--- config.mk ---
export PLATFORM = sky130hd
export DESIGN_NAME = hba16_top
export DESIGN_NICKNAME = d
export VERILOG_FILES = /design/src/rtl/hba_pkg.sv /design/src/rtl/hba_swap_ctl.sv /design/src/rtl/hba_wr_asm.sv /design/src/rtl/hba_rd_snap.sv /design/src/rtl/hba16_top.sv
export SDC_FILE = /design/constraint.sdc
export NUM_CORES = 1
export LEC_CHECK = 0
export BUFFER_PORTS_ARGS = -buffer_cell sky130_fd_sc_hd__buf_4
export CORE_ASPECT_RATIO = 0.75
export CORE_UTILIZATION = 45
export CTS_CLUSTER_SIZE = 40
export DETAILED_ROUTE_END_ITERATION = 16
export HOLD_SLACK_MARGIN = 0.06
export PLACE_DENSITY = 0.7
export SLEW_MARGIN = 20
export SYNTH_ARGS = -nofsm -noshare
export SYNTH_HDL_FRONTEND = slang
export SYNTH_SLANG_ARGS = --single-unit
--- constraint.sdc ---
create_clock -name clk -period 5.3 [get_ports clk]
set_input_delay 0.53 -clock clk [delete_from_list [all_inputs] [get_ports clk]]
set_output_delay 0.53 -clock clk [all_outputs]
set_load 0.05 [all_outputs]
--- src/rtl/hba_pkg.sv ---
package hba_pkg;
  // State of an open half-word pair: whether a first half is held, and the
  // mode (0 normal, 1 swapped) captured when that first half arrived.
  typedef struct packed {
    logic open;
    logic mode;
  } pair_t;

  // A1 value that opens a pair under a given mode: 0 when normal, 1 when swapped.
  function automatic logic opener_a1(input logic mode);
    return mode;
  endfunction
endpackage

--- src/rtl/hba_swap_ctl.sv ---
module hba_swap_ctl #(
  parameter int WORD_W = 32
) (
  input  logic              clk,
  input  logic              rst,
  input  logic              swap_we,
  input  logic [WORD_W-1:0] swap_wdata,
  output logic              swap_mode
);
  logic [WORD_W-1:0] ctl_q;

  always_ff @(posedge clk) begin
    if (rst)          ctl_q <= '0;
    else if (swap_we) ctl_q <= swap_wdata;
  end

  // Only the exact all-ones pattern enables swapping.
  assign swap_mode = &ctl_q;

  a_r2_decode: assert property (@(posedge clk) disable iff (rst)
    swap_we |=> (swap_mode == ($past(swap_wdata) == {WORD_W{1'b1}})));
  a_r2_hold: assert property (@(posedge clk) disable iff (rst)
    !swap_we |=> $stable(swap_mode));
endmodule

--- src/rtl/hba_wr_asm.sv ---
module hba_wr_asm
  import hba_pkg::*;
#(
  parameter int HALF_W = 16,
  localparam int WORD_W = 2 * HALF_W
) (
  input  logic              clk,
  input  logic              rst,
  input  logic              mode,
  input  logic              wr,
  input  logic              a1,
  input  logic [HALF_W-1:0] wdata,
  output logic              reg_we,
  output logic [WORD_W-1:0] reg_wdata
);
  pair_t             st_q;
  logic [HALF_W-1:0] stage_q;
  logic              open_hit;
  logic              close_hit;

  // An open pair keeps its captured mode; an idle adapter follows the live mode.
  assign open_hit  = wr && (a1 == opener_a1(st_q.open ? st_q.mode : mode));
  assign close_hit = wr && st_q.open && (a1 != opener_a1(st_q.mode));

  always_ff @(posedge clk) begin
    if (rst) begin
      st_q      <= '0;
      stage_q   <= '0;
      reg_we    <= 1'b0;
      reg_wdata <= '0;
    end else begin
      reg_we <= close_hit;
      if (open_hit) begin
        stage_q    <= wdata;
        st_q.open  <= 1'b1;
        if (!st_q.open) st_q.mode <= mode;
      end else if (close_hit) begin
        reg_wdata <= {wdata, stage_q};
        st_q.open <= 1'b0;
      end
    end
  end

  a_r5_commit: assert property (@(posedge clk) disable iff (rst)
    close_hit |=> (reg_we && reg_wdata == {$past(wdata), $past(stage_q)}));
  a_r5_needs_stage: assert property (@(posedge clk) disable iff (rst)
    reg_we |-> $past(st_q.open));
  a_r6_orphan_dropped: assert property (@(posedge clk) disable iff (rst)
    (wr && !st_q.open && a1 != opener_a1(mode)) |=> !reg_we);
  a_r10_mode_kept: assert property (@(posedge clk) disable iff (rst)
    (st_q.open && !close_hit) |=> $stable(st_q.mode));
endmodule

--- src/rtl/hba_rd_snap.sv ---
module hba_rd_snap
  import hba_pkg::*;
#(
  parameter int HALF_W = 16,
  localparam int WORD_W = 2 * HALF_W
) (
  input  logic              clk,
  input  logic              rst,
  input  logic              mode,
  input  logic              rd,
  input  logic              a1,
  input  logic [WORD_W-1:0] reg_rdata,
  output logic              reg_re,
  output logic [HALF_W-1:0] hst_rdata
);
  pair_t             st_q;
  logic [WORD_W-1:0] snap_q;
  logic              open_hit;
  logic              close_hit;

  assign open_hit  = rd && (a1 == opener_a1(st_q.open ? st_q.mode : mode));
  assign close_hit = rd && st_q.open && (a1 != opener_a1(st_q.mode));

  always_ff @(posedge clk) begin
    if (rst) begin
      st_q      <= '0;
      snap_q    <= '0;
      reg_re    <= 1'b0;
      hst_rdata <= '0;
    end else begin
      reg_re <= open_hit;
      if (open_hit) begin
        snap_q     <= reg_rdata;
        hst_rdata  <= reg_rdata[HALF_W-1:0];
        st_q.open  <= 1'b1;
        if (!st_q.open) st_q.mode <= mode;
      end else if (close_hit) begin
        hst_rdata <= snap_q[WORD_W-1:HALF_W];
        st_q.open <= 1'b0;
      end else if (rd) begin
        // High half requested with nothing captured: serve the live word.
        hst_rdata <= reg_rdata[WORD_W-1:HALF_W];
      end
    end
  end

  a_r8_first: assert property (@(posedge clk) disable iff (rst)
    open_hit |=> (reg_re && hst_rdata == $past(reg_rdata[HALF_W-1:0])));
  a_r8_second: assert property (@(posedge clk) disable iff (rst)
    close_hit |=> (!reg_re && hst_rdata == $past(snap_q[WORD_W-1:HALF_W])));
  a_r11_hold: assert property (@(posedge clk) disable iff (rst)
    !rd |=> $stable(hst_rdata));
endmodule

--- src/rtl/hba16_top.sv ---
module hba16_top #(
  parameter int HALF_W = 16,
  localparam int WORD_W = 2 * HALF_W
) (
  input  logic              clk,
  input  logic              rst,
  input  logic              hst_wr,
  input  logic              hst_rd,
  input  logic              hst_a1,
  input  logic [HALF_W-1:0] hst_wdata,
  output logic [HALF_W-1:0] hst_rdata,
  input  logic              swap_we,
  input  logic [WORD_W-1:0] swap_wdata,
  output logic              swap_mode,
  output logic              reg_we,
  output logic [WORD_W-1:0] reg_wdata,
  output logic              reg_re,
  input  logic [WORD_W-1:0] reg_rdata
);
  hba_swap_ctl #(.WORD_W(WORD_W)) u_swap (
    .clk        (clk),
    .rst        (rst),
    .swap_we    (swap_we),
    .swap_wdata (swap_wdata),
    .swap_mode  (swap_mode)
  );

  hba_wr_asm #(.HALF_W(HALF_W)) u_wr (
    .clk       (clk),
    .rst       (rst),
    .mode      (swap_mode),
    .wr        (hst_wr),
    .a1        (hst_a1),
    .wdata     (hst_wdata),
    .reg_we    (reg_we),
    .reg_wdata (reg_wdata)
  );

  hba_rd_snap #(.HALF_W(HALF_W)) u_rd (
    .clk       (clk),
    .rst       (rst),
    .mode      (swap_mode),
    .rd        (hst_rd),
    .a1        (hst_a1),
    .reg_rdata (reg_rdata),
    .reg_re    (reg_re),
    .hst_rdata (hst_rdata)
  );

  a_r1_reset_quiet: assert property (@(posedge clk)
    $past(rst) |-> (!reg_we && !reg_re && !swap_mode && hst_rdata == '0));
endmodule

==> metrics, run 1 <==
main flop type after synthesis=dfxtp_1; Syn-to-layout area delta=29.99%; Core ar.=0.01107 mm^2; R2R setup slack=2.53 ns; Chip Width=126.0 um; Mapped Avg Cell Area=8.621 um^2; met3 usage=6.176%; Synth area leaders=dfxtp_1, nand2_1, a21oi_1, nand4_1, mux2i_1; Post-synth EDFFs=0; Final Hold Fails=0; Final min period=2.774 ns; YS warnings=0; GR met1 Demand/Resource=32.85%; Resize count post-CTS=0; RSZ-0062 raised after global routing=false; Top Ports=137; final-report setup violation count=0; global route total overflow=0; Crit. Startpoint=u_swap.ctl_q[5]; clock buffer count from CTS=17; via count=4892; worst-path cell chain=nand4_1, nor4_2, and3_1, o31ai_1, a31oi_1; CTS Hold Bufs=0; syn_nets=688; Total Nets Final=789; post-synth design cell area=0.005190 mm^2; Worst EP required=5.62 ns; Worst-Skew Late Latency=0.41 ns; nature of the critical path startpoint=flip-flop; slowest CP cell=and3_1; CP max FO=22; Cell Pwr Density=344.6 mW/mm^2; Final TNS setup=0 ns; first drt pass iteration count=4; initial core utilization=46.90%; post-synthesis sequential area ratio=45.52%; # Post-CTS Setup Buffers=0; Yosys cell types=38; FFs w/ async S/R, synth=0%; Root Buffer Master=clkbuf_16; Final WS setup=2.526 ns; routed wire length=14250 um; wire per inst=16.66 um; commonest non-fill, non-tap cells in the layout=buf_4, dfxtp_1, nand2_1; TritonCTS clock tree=built; Setup CP Type=flip-flop to flip-flop; CP endpoint kind=flip-flop; DRT antenna net count=0; Tcrit/Tclk final=52.34%; largest net degree at the start of global routing=78; reg2reg start=u_swap.ctl_q[5]; CP max stage delay=0.93 ns; Final Wtd Congestion=0.7690; most common cell after layout, fill and taps aside=buf_4; post-place setup slack=2.538 ns; Post-Synthesis Cells=602; Post-DP HPWL=9526 um; I/O Buffers=136; Hold Crit Class=primary input to flip-flop; FF+latch count, synth=118; Clock Tree Buf Depth=2; vias in the first global route=4721; Synth area leader=dfxtp_1; Slew Limit Fails=0; initial antenna violation count=0; Row Count=33; Peak VDD IR=0.2485 mV; post-DR vias/cell=5.722; fillers=957; GRT Util Overall=24.56%; Hold Path Origin=swap_wdata[29]; initial drt markers=401; Vert. Die Dim=95.01 um; clk_skew=0.009812 ns; DRC Markers=0; DIE AREA=0.01197 mm^2; f_max=360.5 MHz; GR Util met2=37.34%; htree depth=4; clk sinks=118; Worst EP arrival=3.10 ns; Yosys top cell area share=45.52%; final antenna diode count=0; grt peak-use layer=met2; Worst-path clk slew=0.05 ns; Rel. slew slack=31.57%; status=finished, final reports clean; Worst-Margin Slew=1.018 ns; Max Cap Violations=0; first-pass GRT wire length=23130 um; Pleak=0.002793 uW; share of cells above drive strength 1=27.13%
per-layer routing:
layer / wire length [um] / share of wire, %
met1: 6689 / 47
met2: 6305 / 44
met3: 1009 / 7.1
met4: 240 / 1.7
met5: 0 / 0
registers in the layout, summed over array words and instances, names as in the netlist:
signal          count
u_rd.reg_re         1
u_swap.ctl_q       32
u_rd.hst_rdata     16
u_wr.stage_q       16
u_wr.reg_wdata     32
u_rd.st_q           2
u_wr.st_q           2
u_rd.snap_q        16
u_wr.reg_we         1
cell families after synthesis:
logic type,count (synthesis),synth area share (%)
compound gates,139,17.07
xor+xnor,2,0.3376
buf+inv,59,5.135
flops,118,45.52
mux,48,9.643
simple gates,236,22.30
worst max-delay path, delay by kind of cell (launching register included):
kind / cells / cell delay [ns]
simple gates: 3 / 1.98
compound gates: 2 / 0.37
flops: 1 / 0.34
layout make-up:
| cell class | instances | area [um^2] | share of cell area (%) |
|---|---|---|---|
| Clock buffer | 22 | 464.2 | 6.881 |
| Timing Repair Buffer | 141 | 1059 | 15.69 |
| Multi-Input combinational cell | 425 | 2584 | 38.30 |
| Tap cell | 140 | 175.2 | 2.596 |
| Sequential cell | 118 | 2362 | 35.01 |
| Clock inverter | 9 | 102.6 | 1.521 |
per-stage QoR:
stage / total power (uW) / hold WS [ns] / util (%) / instances / area, um^2
finish: 2325 / 0.3571 / 60.97 / 855 / 6746
CTS: 2344 / 0.3424 / 60.88 / 855 / 6736
global route: 2409 / 0.3531 / 60.97 / 855 / 6746
detailed placement: 1245 / 0.4504 / 55.76 / 824 / 6170
floorplan: 1140 / 0.4323 / - / 602 / 5190
global placement: 1237 / 0.4439 / 55.76 / 824 / 6170
power breakdown:
| group | internal, uW | leakage (uW) | switching, uW | total [uW] |
|---|---|---|---|---|
| Combinational | 113 | 0.00156 | 159 | 272 |
| Clock | 709 | 0.000272 | 386 | 1100 |
| Sequential | 932 | 0.000965 | 25.2 | 957 |
synthesized netlist by cell type, drive strengths merged, types with 11 or more instances:
library cell,number
mux2,16
nand2b,19
o221ai,11
nand4,52
nor2,49
a21oi,69
clkbuf,33
buf,26
dfxtp,118
nand2,92
mux2i,32
o31ai,37
worst paths after layout:
path / end / depth (start not counted)
worst max register to register: u_rd.hst_rdata[13] / 5
worst min-delay path: u_swap.ctl_q[29] / 3
worst min register to register: u_wr.reg_wdata[15] / 2
worst max-delay path: u_rd.hst_rdata[13] / 5
Note: power is estimated with default switching activity, not from simulation.
==> run 2: changes to the inputs <==
--- a/config.mk
+++ b/config.mk
@@ -11,7 +11,7 @@
 export CTS_CLUSTER_SIZE = 40
 export DETAILED_ROUTE_END_ITERATION = 16
 export HOLD_SLACK_MARGIN = 0.06
-export PLACE_DENSITY = 0.7
+export PLACE_DENSITY = 0.73
 export SLEW_MARGIN = 20
 export SYNTH_ARGS = -nofsm -noshare
 export SYNTH_HDL_FRONTEND = slang
==> constraint.sdc (replaced) <==
create_clock -name clk -period 2.3 [get_ports clk]
set_input_delay 0.23 -clock clk [delete_from_list [all_inputs] [get_ports clk]]
set_output_delay 0.23 -clock clk [all_outputs]
set_load 0.05 [all_outputs]
==> run 2 against run 1 <==
- final cell count increased by 2.0%
- register-to-register slack worse by 2.3 ns
- total power grew 140%
- critical path type is now flip-flop to output pin
- setup slack worse by 2.3 ns
- first-iteration DRC count down 5.0%
- combinational power rose by 130%
- die area did not move
- non-clock buffer count grew 16
- hold slack worse by 0.29 ns
- sequential power increased by 130%
- sequential cell count is the same
- global-route usage decreased by 0.36 points
==> metrics, run 2 (synthesized netlist as in run 1, its figures left out) <==
global route total overflow=0; RSZ-0062 raised after global routing=false; GRT Util Overall=24.21%; TritonCTS clock tree=built; DRT antenna net count=0; Syn-to-layout area delta=33.03%; nature of the critical path startpoint=flip-flop; Worst EP required=2.07 ns; Final TNS setup=0 ns; Final min period=2.092 ns; Tcrit/Tclk final=90.94%; Setup CP Type=flip-flop to output pin; Worst-path clk slew=0.05 ns; final antenna diode count=0; CP max FO=3; share of cells above drive strength 1=27.87%; clock buffer count from CTS=17; reg2reg start=u_rd.st_q[1]; Rel. slew slack=48.97%; Pleak=0.002872 uW; slowest CP cell=or4_4; initial drt markers=381; largest net degree at the start of global routing=51; worst-path cell chain=nand4_1, or4_4, nor2_4, buf_4; Chip Width=126.0 um; Root Buffer Master=clkbuf_16; DRC Markers=0; WP buf/inv=1; Row Count=33; Clock Tree Buf Depth=2; Total Power=5470 uW; clk sinks=118; vias in the first global route=4581; Final WS setup=0.2084 ns; Worst-Margin Slew=0.7654 ns; Final Hold Fails=0; Hold Crit Class=primary input to flip-flop; DIE AREA=0.01197 mm^2; biggest regs=u_swap.ctl_q: 32 flops, u_wr.reg_wdata: 32 flops; WHS Endpoint=u_swap.ctl_q[14]; Core ar.=0.01107 mm^2; post-DR vias/cell=5.639; most common cell after layout, fill and taps aside=buf_4; Peak VDD IR=0.5388 mV; htree depth=4; initial antenna violation count=0; Worst EP arrival=1.86 ns; f_max=478.1 MHz; R2R setup slack=0.26 ns; I/O Buffers=136; Worst R2R End=u_rd.hst_rdata[5]; Final Wtd Congestion=0.7737; first-pass GRT wire length=22870 um; Post-DP HPWL=9566 um; FF-to-FF path depth=5; status=finished, final reports clean; Worst-Skew Late Latency=0.41 ns; Vert. Die Dim=95.01 um; commonest non-fill, non-tap cells in the layout=buf_4, dfxtp_1, nand2_1; via count=4917; Cell Pwr Density=792.3 mW/mm^2; hold path cells=3; routed wire length=14170 um; initial core utilization=46.90%; Max Cap Violations=0; clk_skew=0.008020 ns; Hold Path Origin=swap_wdata[14]; final-report setup violation count=0; CP max stage delay=0.61 ns; CP endpoint kind=output pin; Top Ports=137; first drt pass iteration count=5; Core Util, Final=62.39%; post-place setup slack=0.2865 ns; Total Nets Final=805; wire per inst=16.25 um; Slew Limit Fails=0; CP top delay family=simple AND/OR/NAND/NOR gates
-- run 2: final cells by class --
| cell class | instances | area [um^2] |
|---|---|---|
| Clock buffer | 24 | 501.7 |
| Clock inverter | 8 | 95.09 |
| Fill cell | 962 | 4161 |
| Multi-Input combinational cell | 425 | 2574 |
| Sequential cell | 118 | 2362 |
| Tap cell | 140 | 175.2 |
| Timing Repair Buffer | 157 | 1196 |
-- run 2: worst max-delay path by stage --
stage / start / endpoint / slack (ns) / cells after the start
after floorplan: u_swap.ctl_q[22] / u_rd.st_q[0] / 0.39 / 5
after detailed placement: u_rd.st_q[1] / u_rd.hst_rdata[4] / 0.29 / 5
after global routing: u_rd.st_q[1] / u_rd.snap_q[18] / 0.10 / 5
after CTS: u_swap.ctl_q[22] / swap_mode / 0.20 / 4
final: u_swap.ctl_q[22] / swap_mode / 0.21 / 4
after global placement: u_rd.st_q[1] / u_rd.hst_rdata[0] / 0.41 / 5
-- run 2: power by group --
part / leakage, uW / switching [uW] / internal (uW) / total (uW)
logic: 0.00161 / 365 / 272 / 638
clock network: 0.000292 / 897 / 1730 / 2630
registers: 0.000965 / 57.8 / 2150 / 2210
total: 0.00287 / 1320 / 4150 / 5470
-- run 2: timing repair --
action / in CTS / in global routing
resized for setup: 0 / 0
hold buffers: 7 / 0
setup buffers: 0 / 0
endpoints found under the hold margin: 7 / 0
-- run 2: worst min-delay path, delay by kind of cell --
family / cells / cell delay, ns
muxes: 1 / 0.05
buffers and inverters: 1 / 0.07
and+or+nand+nor: 1 / 0.07
-- run 2: through the flow --
| step | area (um^2) | hold WS (ns) | std cells |
|---|---|---|---|
| after floorplan | 5190 | 0.3660 | 602 |
| after global placement | 6237 | 0.4432 | 833 |
| after CTS | 6904 | 0.06079 | 872 |
| final | 6904 | 0.06538 | 872 |
| after detailed placement | 6237 | 0.4480 | 833 |
| after global routing | 6904 | 0.06929 | 872 |
-- run 2: layer usage --
| metal | global-route usage, % | up-vias | part of all wire, % |
|---|---|---|---|
| met3 | 5.892 | 18 | 6.2 |
| li1 | - | 2408 | - |
| met4 | 10.44 | 0 | 1.3 |
| met1 | 32.78 | 2327 | 48 |
| met2 | 36.79 | 164 | 45 |
| met5 | 0 | - | 0 |
==> run 3: changes to the inputs <==
--- a/config.mk
+++ b/config.mk
@@ -11,7 +11,7 @@
 export CTS_CLUSTER_SIZE = 40
 export DETAILED_ROUTE_END_ITERATION = 16
 export HOLD_SLACK_MARGIN = 0.06
-export PLACE_DENSITY = 0.73
+export PLACE_DENSITY = 0.7
 export SLEW_MARGIN = 20
 export SYNTH_ARGS = -nofsm -noshare
 export SYNTH_HDL_FRONTEND = slang
==> constraint.sdc (replaced) <==
create_clock -name clk -period 2.45 [get_ports clk]
set_input_delay 0.245 -clock clk [delete_from_list [all_inputs] [get_ports clk]]
set_output_delay 0.245 -clock clk [all_outputs]
set_load 0.05 [all_outputs]
==> run 3 against run 2 <==
- sequential power fell by 6%
- register-to-register slack better by 0.05 ns
- non-clock buffer count shrank 9
- critical path depth stayed put
- sequential cell count stayed put
- die area stayed put
- hold slack improved by 0.0092 ns
- count of clock-buffer cells in the layout down 4
- combinational power decreased by 7.5%
- final cell count fell by 1.0%
- total power down 3.2%
- global-route usage grew 0.28 points
- critical endpoint unchanged
==> metrics, run 3 (synthesized netlist as in run 1, its figures left out) <==
CTS Hold Bufs=0; share of cells above drive strength 1=28.08%; first drt pass iteration count=5; Pleak=0.002847 uW; Final TNS setup=0 ns; Cell Pwr Density=772.7 mW/mm^2; DRT antenna net count=0; Final Wtd Congestion=0.7676; Final min period=2.159 ns; Total Nets Final=796; placed cell area=0.006222 mm^2; largest net degree at the start of global routing=48; Comb pwr share=11.1%; Rel. slew slack=46.90%; Vert. Die Dim=95.01 um; RSZ-0062 raised after global routing=false; f_max=463.1 MHz; # Post-CTS Setup Buffers=0; Final Hold Fails=0; Hold WS=0.07453 ns; Clock power frac=49.8%; GR met1 Demand/Resource=33.22%; worst-path cell chain=nand4_1, or4_4, nor2_4, buf_4; Worst-Margin Slew=0.7966 ns; Slew Limit Fails=0; Resize count post-CTS=0; Peak VDD IR=0.5557 mV; Int Pwr=4017 uW; initial antenna violation count=0; clk sinks=118; CP max stage delay=0.62 ns; nature of the critical path startpoint=flip-flop; CP max FO=3; clk_skew=0.01007 ns; GRT Util Overall=24.48%; routed wire length=14530 um; wire per inst=16.83 um; CP endpoint kind=output pin; post-DR vias/cell=5.685; Worst-Skew Late Latency=0.41 ns; Crit. Startpoint=u_swap.ctl_q[22]; grt peak-use layer=met2; htree depth=4; clock buffer count from CTS=17; Seq pwr share=39.1%; global route total overflow=0; GR Util met2=37.89%; Worst EP required=2.20 ns; R2R setup slack=0.31 ns; most common cell after layout, fill and taps aside=buf_4; commonest non-fill, non-tap cells in the layout=buf_4, dfxtp_1, nand2_1; Syn-to-layout area delta=32.09%; I/O Buffers=136; NetSw=1280 uW; final-report setup violation count=0; final antenna diode count=0; status=finished, final reports clean; TritonCTS clock tree=built; Post-DP HPWL=9683 um; initial drt markers=386; reg2reg start=u_swap.ctl_q[22]; Tcrit/Tclk final=88.13%; biggest regs=u_swap.ctl_q: 32 flops, u_wr.reg_wdata: 32 flops; via count=4906; DIE AREA=0.01197 mm^2; Max Cap Violations=0; Chip Width=126.0 um; initial core utilization=46.90%; switch share=24.17%; Core ar.=0.01107 mm^2; first-pass GRT wire length=22910 um; Clock Tree Buf Depth=2; DRC Markers=0; slowest CP cell=or4_4; Root Buffer Master=clkbuf_16; met3 usage=5.666%; Worst EP arrival=1.91 ns; Setup CP Type=flip-flop to output pin; Hold Crit Class=primary input to flip-flop; vias in the first global route=4568; Top Ports=137; Row Count=33; Hold Path Origin=swap_wdata[8]; Final Cell Area=0.006855 mm^2; Worst-path clk slew=0.05 ns
run 3: worst paths after layout:
check | cells past startpoint | endpoint
setup / recovery | 4 | swap_mode
hold / removal | 3 | u_swap.ctl_q[8]
setup reg to reg | 6 | u_wr.stage_q[2]
hold reg to reg | 2 | u_wr.reg_wdata[0]
run 3: power groups by stage:
stage,registers (uW),clock network [uW],logic [uW]
floorplan,2190,0,274
global placement,2100,0,575
detailed placement,2110,0,586
CTS,2070,2670,589
global route,2080,2760,635
finish,2070,2640,590
run 3: layer usage:
metal | vias to the layer above | share of wire, %
li1 | 2392 | -
met1 | 2326 | 47
met2 | 171 | 45
met3 | 17 | 6.1
met4 | 0 | 1.4
met5 | - | 0
run 3: stage by stage:
step / total power (uW) / setup WS (ns) / utilization [%] / std cells
after floorplan: 2466 / 0.5355 / - / 602
after global placement: 2678 / 0.5094 / 56.23 / 831
after detailed placement: 2693 / 0.3981 / 56.23 / 831
after CTS: 5332 / 0.2748 / 61.95 / 863
after global routing: 5470 / 0.1844 / 61.95 / 863
final: 5297 / 0.2908 / 61.95 / 863
run 3: cell type report:
class,count,area (um^2)
fill,969,4210
multi-input combinational,425,2574
sequential,118,2362
timing repair buffer,148,1111
clock buffer,20,456.7
clock inverter,12,176.4
tap,140,175.2
run 3: critical path, delay by kind of cell, from the launching register on:
family,cells,cell delay (ns)
simple gates,3,0.93
flops,1,0.36
buf+inv,1,0.21
